--- src/rtl/tbi_pkg.sv ---
package tbi_pkg;
  typedef enum logic [1:0] {
    SLOT_HI   = 2'd0,
    SLOT_LO   = 2'd1,
    SLOT_CTRL = 2'd2
  } slot_e;

  localparam int unsigned SLOTS_PER_CH = 3;

  function automatic int unsigned slot_code(int unsigned ch, slot_e s);
    return ch * SLOTS_PER_CH + int'(s);
  endfunction
endpackage

--- src/rtl/tbi_decode.sv ---
module tbi_decode import tbi_pkg::*; #(
  parameter int unsigned NUM_CH = 2,
  parameter int unsigned ADDR_W = 3
) (
  input  logic              cs_i,
  input  logic              wr_i,
  input  logic              rd_i,
  input  logic [ADDR_W-1:0] addr_i,
  output logic              rd_en_o,
  output logic [NUM_CH-1:0] wr_hi_o,
  output logic [NUM_CH-1:0] wr_lo_o,
  output logic [NUM_CH-1:0] wr_ctrl_o
);
  logic wr_en;
  assign wr_en   = cs_i & wr_i;
  assign rd_en_o = cs_i & rd_i;

  for (genvar c = 0; c < NUM_CH; c++) begin : g_ch
    assign wr_hi_o[c]   = wr_en && (addr_i == ADDR_W'(slot_code(c, SLOT_HI)));
    assign wr_lo_o[c]   = wr_en && (addr_i == ADDR_W'(slot_code(c, SLOT_LO)));
    assign wr_ctrl_o[c] = wr_en && (addr_i == ADDR_W'(slot_code(c, SLOT_CTRL)));
  end
endmodule

--- src/rtl/tbi_chan_regs.sv ---
module tbi_chan_regs #(
  parameter int unsigned BYTE_W = 8,
  localparam int unsigned CNT_W = 2 * BYTE_W
) (
  input  logic              clk_i,
  input  logic              rst_ni,
  input  logic              wr_hi_i,
  input  logic              wr_lo_i,
  input  logic              wr_ctrl_i,
  input  logic [BYTE_W-1:0] wdata_i,
  output logic [CNT_W-1:0]  jam_o,
  output logic [BYTE_W-1:0] ctrl_o,
  output logic              ctrl_wr_o
);
  logic [CNT_W-1:0]  jam_q;
  logic [BYTE_W-1:0] ctrl_q;
  logic              cwr_q;

  always_ff @(posedge clk_i or negedge rst_ni) begin
    if (!rst_ni) begin
      jam_q  <= '0;
      ctrl_q <= '0;
      cwr_q  <= 1'b0;
    end else begin
      if (wr_hi_i)   jam_q[CNT_W-1:BYTE_W] <= wdata_i;
      if (wr_lo_i)   jam_q[BYTE_W-1:0]     <= wdata_i;
      if (wr_ctrl_i) ctrl_q                <= wdata_i;
      cwr_q <= wr_ctrl_i;
    end
  end

  assign jam_o     = jam_q;
  assign ctrl_o    = ctrl_q;
  assign ctrl_wr_o = cwr_q;

  p_jam_hold_r2: assert property (@(posedge clk_i) disable iff (!rst_ni)
    !(wr_hi_i || wr_lo_i) |=> $stable(jam_o));
  p_ctrl_hold_r3: assert property (@(posedge clk_i) disable iff (!rst_ni)
    !wr_ctrl_i |=> ($stable(ctrl_o) && !ctrl_wr_o));
  p_ctrl_load_r3: assert property (@(posedge clk_i) disable iff (!rst_ni)
    wr_ctrl_i |=> (ctrl_wr_o && ctrl_o == $past(wdata_i)));
endmodule

--- src/rtl/tbi_status.sv ---
module tbi_status #(
  parameter int unsigned NUM_CH = 2,
  parameter int unsigned BYTE_W = 8
) (
  input  logic              clk_i,
  input  logic              rst_ni,
  input  logic [NUM_CH-1:0] timeout_i,
  input  logic [NUM_CH-1:0] clr_i,
  input  logic [NUM_CH-1:0] irq_en_i,
  output logic [BYTE_W-1:0] status_o,
  output logic              irq_no
);
  logic [NUM_CH-1:0] flag_q;

  for (genvar c = 0; c < NUM_CH; c++) begin : g_flag
    // set has priority over the acknowledge
    always_ff @(posedge clk_i or negedge rst_ni) begin
      if (!rst_ni)           flag_q[c] <= 1'b0;
      else if (timeout_i[c]) flag_q[c] <= 1'b1;
      else if (clr_i[c])     flag_q[c] <= 1'b0;
    end
    assign status_o[BYTE_W-1-c] = flag_q[c];

    p_set_r6: assert property (@(posedge clk_i) disable iff (!rst_ni)
      timeout_i[c] |=> status_o[BYTE_W-1-c]);
    p_clr_r8: assert property (@(posedge clk_i) disable iff (!rst_ni)
      (clr_i[c] && !timeout_i[c]) |=> !status_o[BYTE_W-1-c]);
    p_keep_r8: assert property (@(posedge clk_i) disable iff (!rst_ni)
      (!clr_i[c] && !timeout_i[c]) |=> $stable(status_o[BYTE_W-1-c]));
  end

  if (BYTE_W > NUM_CH) begin : g_pad
    assign status_o[BYTE_W-NUM_CH-1:0] = '0;
  end

  assign irq_no = ~|(flag_q & irq_en_i);

  p_irq_quiet_r7: assert property (@(posedge clk_i) disable iff (!rst_ni)
    (irq_en_i == '0) |-> irq_no);
endmodule

--- src/rtl/tbi_rdmux.sv ---
module tbi_rdmux import tbi_pkg::*; #(
  parameter int unsigned NUM_CH = 2,
  parameter int unsigned BYTE_W = 8,
  parameter int unsigned ADDR_W = 3,
  localparam int unsigned CNT_W = 2 * BYTE_W
) (
  input  logic                    rd_en_i,
  input  logic [ADDR_W-1:0]       addr_i,
  input  logic [NUM_CH*CNT_W-1:0] hold_i,
  input  logic [BYTE_W-1:0]       status_i,
  output logic [BYTE_W-1:0]       rdata_o
);
  always_comb begin
    rdata_o = '0;
    if (rd_en_i) begin
      for (int unsigned c = 0; c < NUM_CH; c++) begin
        if (addr_i == ADDR_W'(slot_code(c, SLOT_HI)))
          rdata_o = hold_i[c*CNT_W+BYTE_W +: BYTE_W];
        if (addr_i == ADDR_W'(slot_code(c, SLOT_LO)))
          rdata_o = hold_i[c*CNT_W +: BYTE_W];
        if (addr_i == ADDR_W'(slot_code(c, SLOT_CTRL)))
          rdata_o = status_i;
      end
    end
  end
endmodule

--- src/rtl/tmr_bus_if.sv ---
module tmr_bus_if import tbi_pkg::*; #(
  parameter int unsigned NUM_CH = 2,
  parameter int unsigned BYTE_W = 8,
  localparam int unsigned CNT_W  = 2 * BYTE_W,
  localparam int unsigned ADDR_W = $clog2(NUM_CH * SLOTS_PER_CH)
) (
  input  logic                    clk_i,
  input  logic                    rst_ni,
  input  logic                    cs_i,
  input  logic                    rd_i,
  input  logic                    wr_i,
  input  logic [ADDR_W-1:0]       addr_i,
  input  logic [BYTE_W-1:0]       wdata_i,
  output logic [BYTE_W-1:0]       rdata_o,
  input  logic [NUM_CH*CNT_W-1:0] hold_i,
  input  logic [NUM_CH-1:0]       timeout_i,
  input  logic [NUM_CH-1:0]       irq_en_i,
  output logic [NUM_CH*CNT_W-1:0] jam_o,
  output logic [NUM_CH*BYTE_W-1:0] ctrl_o,
  output logic [NUM_CH-1:0]       ctrl_wr_o,
  output logic                    irq_no
);
  logic              rd_en;
  logic [NUM_CH-1:0] wr_hi, wr_lo, wr_ctrl;
  logic [BYTE_W-1:0] status;

  tbi_decode #(.NUM_CH(NUM_CH), .ADDR_W(ADDR_W)) u_dec (
    .cs_i, .wr_i, .rd_i, .addr_i,
    .rd_en_o(rd_en), .wr_hi_o(wr_hi), .wr_lo_o(wr_lo), .wr_ctrl_o(wr_ctrl)
  );

  for (genvar c = 0; c < NUM_CH; c++) begin : g_ch
    tbi_chan_regs #(.BYTE_W(BYTE_W)) u_regs (
      .clk_i, .rst_ni,
      .wr_hi_i(wr_hi[c]), .wr_lo_i(wr_lo[c]), .wr_ctrl_i(wr_ctrl[c]),
      .wdata_i,
      .jam_o(jam_o[c*CNT_W +: CNT_W]),
      .ctrl_o(ctrl_o[c*BYTE_W +: BYTE_W]),
      .ctrl_wr_o(ctrl_wr_o[c])
    );
  end

  tbi_status #(.NUM_CH(NUM_CH), .BYTE_W(BYTE_W)) u_stat (
    .clk_i, .rst_ni, .timeout_i, .clr_i(wr_ctrl), .irq_en_i,
    .status_o(status), .irq_no
  );

  tbi_rdmux #(.NUM_CH(NUM_CH), .BYTE_W(BYTE_W), .ADDR_W(ADDR_W)) u_rd (
    .rd_en_i(rd_en), .addr_i, .hold_i, .status_i(status), .rdata_o
  );

  p_rd_idle_r11: assert property (@(posedge clk_i) disable iff (!rst_ni)
    !(cs_i && rd_i) |-> (rdata_o == '0));
  p_rsvd_wr_r10: assert property (@(posedge clk_i) disable iff (!rst_ni)
    (cs_i && wr_i && int'(addr_i) >= NUM_CH*SLOTS_PER_CH && timeout_i == '0)
    |=> ($stable(jam_o) && $stable(ctrl_o) && ctrl_wr_o == '0 && $stable(status)));
  p_stat_pad_r5: assert property (@(posedge clk_i) disable iff (!rst_ni)
    (cs_i && rd_i && addr_i == ADDR_W'(slot_code(0, SLOT_CTRL)))
    |-> (rdata_o[BYTE_W-NUM_CH-1:0] == '0));
endmodule

--- config.mk ---
export PLATFORM = sky130hd
export DESIGN_NAME = tmr_bus_if
export DESIGN_NICKNAME = d
export VERILOG_FILES = /design/src/rtl/tbi_pkg.sv /design/src/rtl/tbi_decode.sv /design/src/rtl/tbi_chan_regs.sv /design/src/rtl/tbi_status.sv /design/src/rtl/tbi_rdmux.sv /design/src/rtl/tmr_bus_if.sv
export SDC_FILE = /design/constraint.sdc
export NUM_CORES = 1
export LEC_CHECK = 0
export BUFFER_PORTS_ARGS = -buffer_cell sky130_fd_sc_hd__buf_2
export CORE_ASPECT_RATIO = 1.1
export CORE_MARGIN = 5
export CORE_UTILIZATION = 30
export DETAILED_ROUTE_END_ITERATION = 7
export HOLD_SLACK_MARGIN = 0.08
export MAX_ROUTING_LAYER = met4
export PLACE_DENSITY = 0.58
export SLEW_MARGIN = 15
export SYNTH_ARGS = -nofsm -noshare
export SYNTH_HDL_FRONTEND = slang
export SYNTH_SLANG_ARGS = --single-unit
--- constraint.sdc ---
create_clock -name clk_i -period 1.25 [get_ports clk_i]
set_input_delay 0.0625 -clock clk_i [delete_from_list [all_inputs] [get_ports clk_i]]
set_output_delay 0.0625 -clock clk_i [all_outputs]
set_load 0.005 [all_outputs]
==> results of run 1 <==
[layout by cell type (no fill, tap or decap), drive strengths merged, types with 2 or more instances in the layout]
cell type,n
buf,124
dfrtp,52
mux2,49
dlygate4sd3,11
inv,9
nor2,8
mux2i,7
clkbuf,7
o21ai,6
o32ai,5
and3,5
nor2b,3
a21oi,3
nand2,3
o22ai,2
o21bai,2
and2,2
and3b,2
[worst max-delay path: stages (launching register included)]
cell and delay (ns):
dfrtp_1 0.39, and3b_1 0.17, a21oi_2 0.09, o22ai_1 0.08, o21a_1 0.17, buf_2 0.12
[metal layers]
metal	global-route usage	wire [µm]
met2	0.2087	3027
met4	0.03659	54
met5	-	0
met3	0.03595	601
met1	0.1719	2838
[worst paths after layout]
kind,start,cells past startpoint,slack (ns),end
worst max-delay path,u_stat.status_o[7],5,-0.14,rdata_o[7]
worst min-delay path,addr_i[0],3,0.15,g_ch[0].u_regs.ctrl_wr_o
worst max register to register,u_stat.status_o[7],3,0.47,u_stat.status_o[7]
worst min register to register,g_ch[1].u_regs.jam_o[9],1,0.51,g_ch[1].u_regs.jam_o[9]
max in group asynchronous,rst_ni,3,0.54,g_ch[0].u_regs.jam_o[5]
min in group asynchronous,rst_ni,2,0.19,g_ch[0].u_regs.ctrl_o[2]
[report_power, final]
group / switching, mW / internal [mW] / total [mW]
clock network: 0.532 / 0.451 / 0.983
registers: 0.181 / 2.04 / 2.22
logic: 0.464 / 0.701 / 1.17
[layout make-up]
cell class,instances,area share
sequential,52,0.3821
timing repair buffer,135,0.2359
clock inverter,1,0.002204
clock buffer,7,0.02535
inverter,9,0.009919
tap,108,0.03968
multi-input combinational,108,0.3049
[repair_timing]
action	CTS	global route
resized for setup	0	3
buffers inserted	2	0
endpoints found under the setup margin	2	7
pin swaps	1	1
hold buffers	11	0
endpoints found under the hold margin	89	0
gates cloned	0	0
[cells by family after synthesis]
| logic type | after synthesis |
|---|---|
| compound gates | 25 |
| mux | 56 |
| flops | 52 |
| simple gates | 27 |
| buf+inv | 20 |
[state kept, by name, summed over array words and instances (netlist names)]
signal,flops
u_stat.status_o,2
g_ch.u_regs.ctrl_wr_o,2
g_ch.u_regs.ctrl_o,16
g_ch.u_regs.jam_o,32
[synth_stat cells, drive strengths merged]
| cell type | n |
|---|---|
| dfrtp | 52 |
| mux2 | 49 |
| buf | 10 |
| inv | 9 |
| nor2 | 8 |
| mux2i | 7 |
| o21ai | 6 |
| and3 | 5 |
| o32ai | 5 |
| a21oi | 3 |
| nand2 | 3 |
| nor2b | 3 |
| and2 | 2 |
| and3b | 2 |
| o21bai | 2 |
| o22ai | 2 |
| a211oi | 1 |
| a22oi | 1 |
| and4 | 1 |
| clkbuf | 1 |
| nand2b | 1 |
| nand3 | 1 |
| nand4 | 1 |
| o2111a | 1 |
| o211ai | 1 |
| o21a | 1 |
| o221ai | 1 |
| o31ai | 1 |
[through the flow]
stage          hold WS, ns  cells  area (µm²)  power, mW  setup TNS, ns
3_3_place_gp      -0.01389    399        3176      3.389              0
4_1_cts             0.1435    420        3395      4.446        -0.2535
3_5_place_dp     -0.006880    399        3176      3.414        -0.1671
6_report            0.1492    420        3406      4.373        -0.2114
5_1_grt             0.1450    420        3406      4.672        -0.4781
2_1_floorplan      -0.2331    180        2449      2.765              0
==> impl_metrics.env, run 1 <==
export IMPL_status="finished with violations"
export IMPL_violations="setup timing"
export IMPL_hpwl_um=4858
export IMPL_yosysWarnings=0
export IMPL_final_util=0.4281
export IMPL_synth_adder_area_share=0
export IMPL_p_leak_nw=1.762
export IMPL_nNetsFinal=363
export IMPL_die_w_um=96.14
export IMPL_worst_pin_slew_ns=0.3533
export IMPL_grt_total_usage=0.1344
export IMPL_cts_tree="done"
export IMPL_fill_cells=784
export IMPL_multi_input_area_um2=1039
export IMPL_synth_top_area_share=0.5314
export IMPL_num_vias=1889
export IMPL_start_util=0.3078
export IMPL_ios=111
export IMPL_hp_class="primary input to flip-flop"
export IMPL_synth_xor_area_frac=0
export IMPL_synthesis_area_um2=2449
export IMPL_synth_top_family_by_area="multiplexers"
export IMPL_skew_ns=0
export IMPL_synthMuxAreaShare=0.2662
export IMPL_synth_nets=232
export IMPL_fmax_mhz=718.1
export IMPL_postSynthCellCount=180
export IMPL_relSlewSlack=0.7645
export IMPL_cts_root_buf="clkbuf_8"
export IMPL_overflow=0
export IMPL_end_kind="output port"
export IMPL_layout_setup_ws_ns=-0.1426
export IMPL_gp_congestion=0.7378
export IMPL_critPathKind="flip-flop to output port"
export IMPL_die_area_um2=10070
export IMPL_numCtsBuffers=5
export IMPL_synth_simple_area_share=0.08227
export IMPL_area_growth_pct=39.09
export IMPL_clock_sinks=52
export IMPL_grt_pass1_vias=2019
export IMPL_finalSetupViolCount=2
export IMPL_antenna_found_initial=0
export IMPL_dieHeight_um=104.8
export IMPL_p_per_area_nw_per_um2=1284
export IMPL_grt_max_degree=40
export IMPL_seqCellArea_um2=1301
export IMPL_path_max_fanout=2
export IMPL_routed_wl_um=6521
export IMPL_fin_crit_ns=1.393
export IMPL_yosys_top_cells_area="dfrtp_1 (53%), mux2_2 (19%), mux2_4 (4.9%)"
export IMPL_wl_per_cell_um=15.53
export IMPL_yosysSeqAreaShare=0.5314
export IMPL_synth_compound_area_frac=0.07103
export IMPL_worstPathArrival_ns=1.33
export IMPL_cp_data_required_time_ns=1.19
export IMPL_drcViolationCount=0
export IMPL_drt_initial_drc_count=37
export IMPL_antenna_left=0
export IMPL_post_route_period_util=1.114
export IMPL_synth_cell_type_count=38
export IMPL_diodes=0
export IMPL_fp_row_count=34
export IMPL_hold_viol=0
export IMPL_rsz0062_at_grt="true"
export IMPL_ys_seq_elements=52
export IMPL_grt_pass1_wl_um=10320
export IMPL_cp_start_kind="flip-flop"
export IMPL_h_tree_depth=2
export IMPL_path_clk_slew_ns=0.09
export IMPL_peakVddDrop_uv=847.5
export IMPL_dr_pass1_iters=3
export IMPL_maxCapViolCount=0
export IMPL_synth_largest_area_cell="dfrtp_1"
export IMPL_slew_viol_final=0
export IMPL_pre_cts_ws_ns=-0.02402
export IMPL_core_um2=7955
export IMPL_clockBufferDepth=2
export IMPL_numPortBuffers=110
export IMPL_clock_latency_ns=0.30
export IMPL_syn_avg_cell_area_um2=13.60
export IMPL_drive_gt1_frac=0.6122
export IMPL_routed_via_density=4.498
Note: power is estimated with default switching activity, not from simulation.
==> run 2: changes to the inputs <==
- PLACE_DENSITY: 0.58 -> 0.6
- clock period: 1.25 -> 1.28 ns (I/O delays scaled with it)
==> run 2 against run 1 <==
Die area unchanged. Largest power group unchanged. Total power decreased by 2.0%. Worst hold slack got worse by 0.048 ns. Sequential share of layout area about the same. Final cell count unchanged. The flow still finishes with violations (setup timing). Clock power about the same. Worst setup slack improved by 0.038 ns. Highest routed layer unchanged. Clock skew unchanged. Cell area about the same. Sequential cell count unchanged. Global-route usage increased by 0.12 points.
==> impl_metrics.env, run 2 (synthesis results as in run 1) <==
export IMPL_status="finished with violations"
export IMPL_violations="setup timing"
export IMPL_skew_ns=0
export IMPL_core_um2=7955
export IMPL_numPortBuffers=110
export IMPL_grt_pass1_wl_um=10380
export IMPL_holdPathStages=2
export IMPL_cts_root_buf="clkbuf_8"
export IMPL_grt_max_degree=53
export IMPL_peakVddDrop_uv=1015
export IMPL_worstRegToRegCells=1
export IMPL_start_util=0.3078
export IMPL_grt_total_usage=0.1355
export IMPL_hold_viol=0
export IMPL_min_to="g_ch[0].u_regs.jam_o[7]"
export IMPL_cts_tree="done"
export IMPL_final_cell_mix="buf_2 (110), dfrtp_1 (52), mux2_2 (41)"
export IMPL_dieHeight_um=104.8
export IMPL_clock_latency_ns=0.29
export IMPL_r2r_end="g_ch[0].u_regs.jam_o[3]"
export IMPL_cp_data_required_time_ns=1.22
export IMPL_worst_pin_slew_ns=0.2878
export IMPL_end_kind="output port"
export IMPL_post_route_period_util=1.082
export IMPL_path_cells="and3b_1 -> a21oi_1 -> o22ai_1 -> o21a_1 -> buf_2"
export IMPL_cpMaxStageDelayCell="dfrtp_1"
export IMPL_gp_congestion=0.6761
export IMPL_fmax_mhz=722.0
export IMPL_antenna_left=0
export IMPL_path_max_fanout=2
export IMPL_pre_cts_ws_ns=-0.03080
export IMPL_final_cells=420
export IMPL_worstReg2RegStart="g_ch[0].u_regs.jam_o[3]"
export IMPL_hold_start="wdata_i[7]"
export IMPL_antenna_found_initial=0
export IMPL_layout_setup_ws_ns=-0.1050
export IMPL_overflow=0
export IMPL_finalSetupViolCount=2
export IMPL_routed_wl_um=6674
export IMPL_p_leak_nw=1.766
export IMPL_fill_cells=782
export IMPL_relSlewSlack=0.8074
export IMPL_ios=111
export IMPL_clockBufferDepth=2
export IMPL_hp_class="primary input to flip-flop"
export IMPL_routed_via_density=4.562
export IMPL_drt_initial_drc_count=72
export IMPL_h_tree_depth=2
export IMPL_layout_commonest_cell="buf_2"
export IMPL_wl_per_cell_um=15.89
export IMPL_dr_pass1_iters=4
export IMPL_reg2reg_slack_ns=0.49
export IMPL_cp_start_kind="flip-flop"
export IMPL_numCtsBuffers=5
export IMPL_rsz0062_at_grt="true"
export IMPL_fp_row_count=34
export IMPL_clock_sinks=52
export IMPL_drcViolationCount=0
export IMPL_die_w_um=96.14
export IMPL_critPathKind="flip-flop to output port"
export IMPL_largest_reg_flops=32
export IMPL_hpwl_um=4974
export IMPL_path_clk_slew_ns=0.10
export IMPL_p_per_area_nw_per_um2=1259
export IMPL_fin_crit_ns=1.385
export IMPL_worstPathArrival_ns=1.32
export IMPL_drive_gt1_frac=0.6058
export IMPL_dp_cells=400
export IMPL_nNetsFinal=363
export IMPL_slew_viol_final=0
export IMPL_die_area_um2=10070
export IMPL_num_vias=1916
export IMPL_max_stage_delay_ns=0.39
export IMPL_maxCapViolCount=0
export IMPL_grt_pass1_vias=2040
export IMPL_area_growth_pct=39.04
export IMPL_diodes=0
[run 2: metrics by stage]
stage	hold WS (ns)	utilization	TNS, ns	total power [mW]	instance area (µm²)
3_3_place_gp	0.07713	0.4017	-0.1003	3.317	3196
2_1_floorplan	-0.2316	-	0	2.700	2449
3_5_place_dp	0.07950	0.4017	-0.3156	3.343	3196
4_1_cts	0.09988	0.4280	-0.1778	4.353	3405
6_report	0.1009	0.4280	-0.1137	4.285	3405
5_1_grt	0.1113	0.4280	-0.3542	4.561	3405
[run 2: per-layer routing]
layer	up-vias	wire, µm	global-route usage
li1	901	-	-
met1	919	2823	0.1589
met2	88	3152	0.2284
met3	8	594	0.03451
met4	0	103	0.03455
met5	-	0	-
[run 2: worst max-delay path by stage]
stage / start / to / slack (ns) / cells after the start
2_1_floorplan: addr_i[2] / g_ch[0].u_regs.jam_o[0] / 0.07 / 5
3_3_place_gp: addr_i[0] / g_ch[1].u_regs.ctrl_o[0] / -0.02 / 5
3_5_place_dp: addr_i[0] / g_ch[1].u_regs.ctrl_o[1] / -0.03 / 5
4_1_cts: u_stat.status_o[7] / rdata_o[7] / -0.12 / 5
5_1_grt: u_stat.status_o[7] / rdata_o[7] / -0.22 / 5
6_report: u_stat.status_o[7] / rdata_o[7] / -0.11 / 5
[run 2: power breakdown]
part / internal (mW) / switching, mW / total (mW)
Clock: 0.441 / 0.540 / 0.981
Combinational: 0.686 / 0.438 / 1.12
Sequential: 2.00 / 0.185 / 2.18
[run 2: final cells by class]
class / instances / area, µm² / area share
inverter: 9 / 33.78 / 0.009923
clock buffer: 7 / 86.33 / 0.02536
tap: 108 / 135.1 / 0.03969
multi-input combinational: 108 / 1027 / 0.3017
sequential: 52 / 1301 / 0.3822
timing repair buffer: 135 / 813.3 / 0.2389
clock inverter: 1 / 7.507 / 0.002205
[run 2: critical path, delay by kind of cell (launching register included)]
family                 cells  cell delay (ns)
AO/OA/AOI/OAI              3             0.36
AND/OR/NAND/NOR            1             0.16
flip-flops                 1             0.39
buffers and inverters      1             0.12
[run 2: timing repair]
item,4_1_cts,5_1_grt
hold endpoints to repair,96,0
resized for setup,0,1
pin swaps,1,0
buffers inserted,2,0
setup endpoints to repair,2,3
hold buffers,10,0
==> run 3: changes to the inputs <==
- CAP_MARGIN: unset -> 20
- CORE_UTILIZATION: 30 -> 40
- PLACE_DENSITY: 0.6 -> 0.76
==> run 3 against run 2 <==
The run still ends with setup timing left. Worst setup slack improved by 0.0047 ns. Worst hold slack improved by 0.080 ns. Wire length fell by 5.2%. Register-to-register slack barely moved. Clock power fell by 3.1%. Maximum frequency rose by 0.34%. Critical endpoint unchanged. Largest power group unchanged. Highest routed layer unchanged.
==> impl_metrics.env, run 3 (synthesis results as in run 1) <==
export IMPL_status="finished with violations"
export IMPL_violations="setup timing"
export IMPL_nNetsFinal=362
export IMPL_p_int_mw=3.121
export IMPL_rsz0062_at_grt="true"
export IMPL_hp_class="primary input to flip-flop"
export IMPL_critPathKind="flip-flop to output port"
export IMPL_pwr_share_seq=0.509
export IMPL_path_clk_slew_ns=0.08
export IMPL_start_util=0.4027
export IMPL_num_vias=1920
export IMPL_clockBufferDepth=2
export IMPL_dr_pass1_iters=4
export IMPL_skew_ns=0
export IMPL_wl_per_cell_um=16.18
export IMPL_finalSetupViolCount=1
export IMPL_final_util=0.5533
export IMPL_cts_tree="done"
export IMPL_hpwl_um=4617
export IMPL_p_switching_mw=1.147
export IMPL_drcViolationCount=0
export IMPL_path_max_fanout=2
export IMPL_grt_total_usage=0.1680
export IMPL_numCtsBuffers=5
export IMPL_dieHeight_um=92.06
export IMPL_ios=111
export IMPL_postCtsResizedCells=0
export IMPL_overflow=0
export IMPL_grt_max_degree=53
export IMPL_grt_pass1_wl_um=10260
export IMPL_core_um2=6081
export IMPL_fmax_mhz=724.5
export IMPL_worstPathArrival_ns=1.32
export IMPL_p_leak_nw=1.756
export IMPL_final_cell_mix="buf_2 (110), dfrtp_1 (52), mux2_2 (41)"
export IMPL_highest_layer="met4"
export IMPL_whs_ns=0.1812
export IMPL_cp_start_kind="flip-flop"
export IMPL_path_cells="and3b_1 -> a21oi_1 -> o22ai_1 -> o21a_1 -> buf_2"
export IMPL_clock_latency_ns=0.29
export IMPL_antenna_left=0
export IMPL_layout_setup_ws_ns=-0.1003
export IMPL_tns_ns=-0.1003
export IMPL_cp_data_required_time_ns=1.22
export IMPL_fp_row_count=30
export IMPL_hold_viol=0
export IMPL_end_kind="output port"
export IMPL_slew_viol_final=0
export IMPL_hold_start="addr_i[0]"
export IMPL_worst_pin_slew_ns=0.2952
export IMPL_peakVddDrop_uv=793.1
export IMPL_numPortBuffers=110
export IMPL_crit_path_start="u_stat.status_o[7]"
export IMPL_area_growth_pct=37.40
export IMPL_routed_via_density=4.910
export IMPL_layout_commonest_cell="buf_2"
export IMPL_p_comb_frac=0.268
export IMPL_drive_gt1_frac=0.6013
export IMPL_fin_crit_ns=1.380
export IMPL_h_tree_depth=2
export IMPL_diodes=0
export IMPL_met2_length_um=3110
export IMPL_path_buf_inv=1
export IMPL_max_stage_delay_ns=0.38
export IMPL_total_power_mw=4.268
export IMPL_antenna_found_initial=0
export IMPL_clock_sinks=52
export IMPL_worstReg2RegStart="g_ch[0].u_regs.jam_o[10]"
export IMPL_gp_congestion=0.8504
export IMPL_die_area_um2=7788
export IMPL_routed_wl_um=6328
export IMPL_cts_root_buf="clkbuf_8"
export IMPL_cpMaxStageDelayCell="dfrtp_1"
export IMPL_die_w_um=84.60
export IMPL_critPathTopFamily="flip-flops"
export IMPL_drt_initial_drc_count=66
export IMPL_p_per_area_nw_per_um2=1269
export IMPL_clock_power_share=0.223
export IMPL_pre_cts_ws_ns=0.006230
export IMPL_grt_pass1_vias=2042
export IMPL_routed_wl_met3_um=494
export IMPL_maxCapViolCount=0
export IMPL_post_route_period_util=1.078
export IMPL_wl_met1_um=2651
export IMPL_largest_reg_flops=32
export IMPL_relSlewSlack=0.8032
export IMPL_sw_frac_of_total=0.2688
run 3: metrics by stage:
| step | cell area (µm²) | instances |
|---|---|---|
| 5_1_grt | 3364 | 391 |
| 3_3_place_gp | 3146 | 370 |
| 6_report | 3364 | 391 |
| 3_5_place_dp | 3146 | 370 |
| 4_1_cts | 3364 | 391 |
| 2_1_floorplan | 2449 | 180 |
run 3: power groups by stage:
stage | registers [mW] | clock network, mW | logic, mW
global route | 2.22 | 1.05 | 1.26
detailed placement | 2.20 | 0 | 1.14
global placement | 2.19 | 0 | 1.10
floorplan | 2.23 | 0 | 0.474
finish | 2.17 | 0.951 | 1.14
CTS | 2.17 | 0.984 | 1.16
run 3: worst paths after layout:
path / cells after the start / end / slack (ns)
worst max register to register: 1 / g_ch[0].u_regs.jam_o[10] / 0.49
min in group asynchronous: 3 / g_ch[0].u_regs.jam_o[15] / 0.28
worst max-delay path: 5 / rdata_o[7] / -0.10
worst min register to register: 1 / g_ch[0].u_regs.jam_o[9] / 0.50
max in group asynchronous: 3 / g_ch[1].u_regs.jam_o[11] / 0.77
worst min-delay path: 3 / g_ch[0].u_regs.ctrl_wr_o / 0.18
run 3: tightest hold or removal path: stages:
cell,delay [ns]
buf_2,0.11
buf_12,0.17
nor2_8,0.08
run 3: cell type report:
cell class,count,area (µm²)
fillers,520,2716
multi-input cells,108,1027
clock buffers,7,86.33
well taps,80,100.1
repair buffers,134,808.3
clock inverters,1,7.507
flip-flops and latches,52,1301
inverters,9,33.78
run 3: repair_timing:
item / CTS / global route
buffers inserted: 2 / 0
hold endpoints to repair: 84 / 0
setup endpoints to repair: 2 / 2
pin swaps: 1 / 0
hold buffers: 11 / 0
run 3: metal layers:
metal / vias to the layer above / GRT usage
met2: 74 / 0.2833
met5: - / -
met4: 0 / 0.04354
met3: 7 / 0.04582
li1: 901 / -
met1: 938 / 0.1986
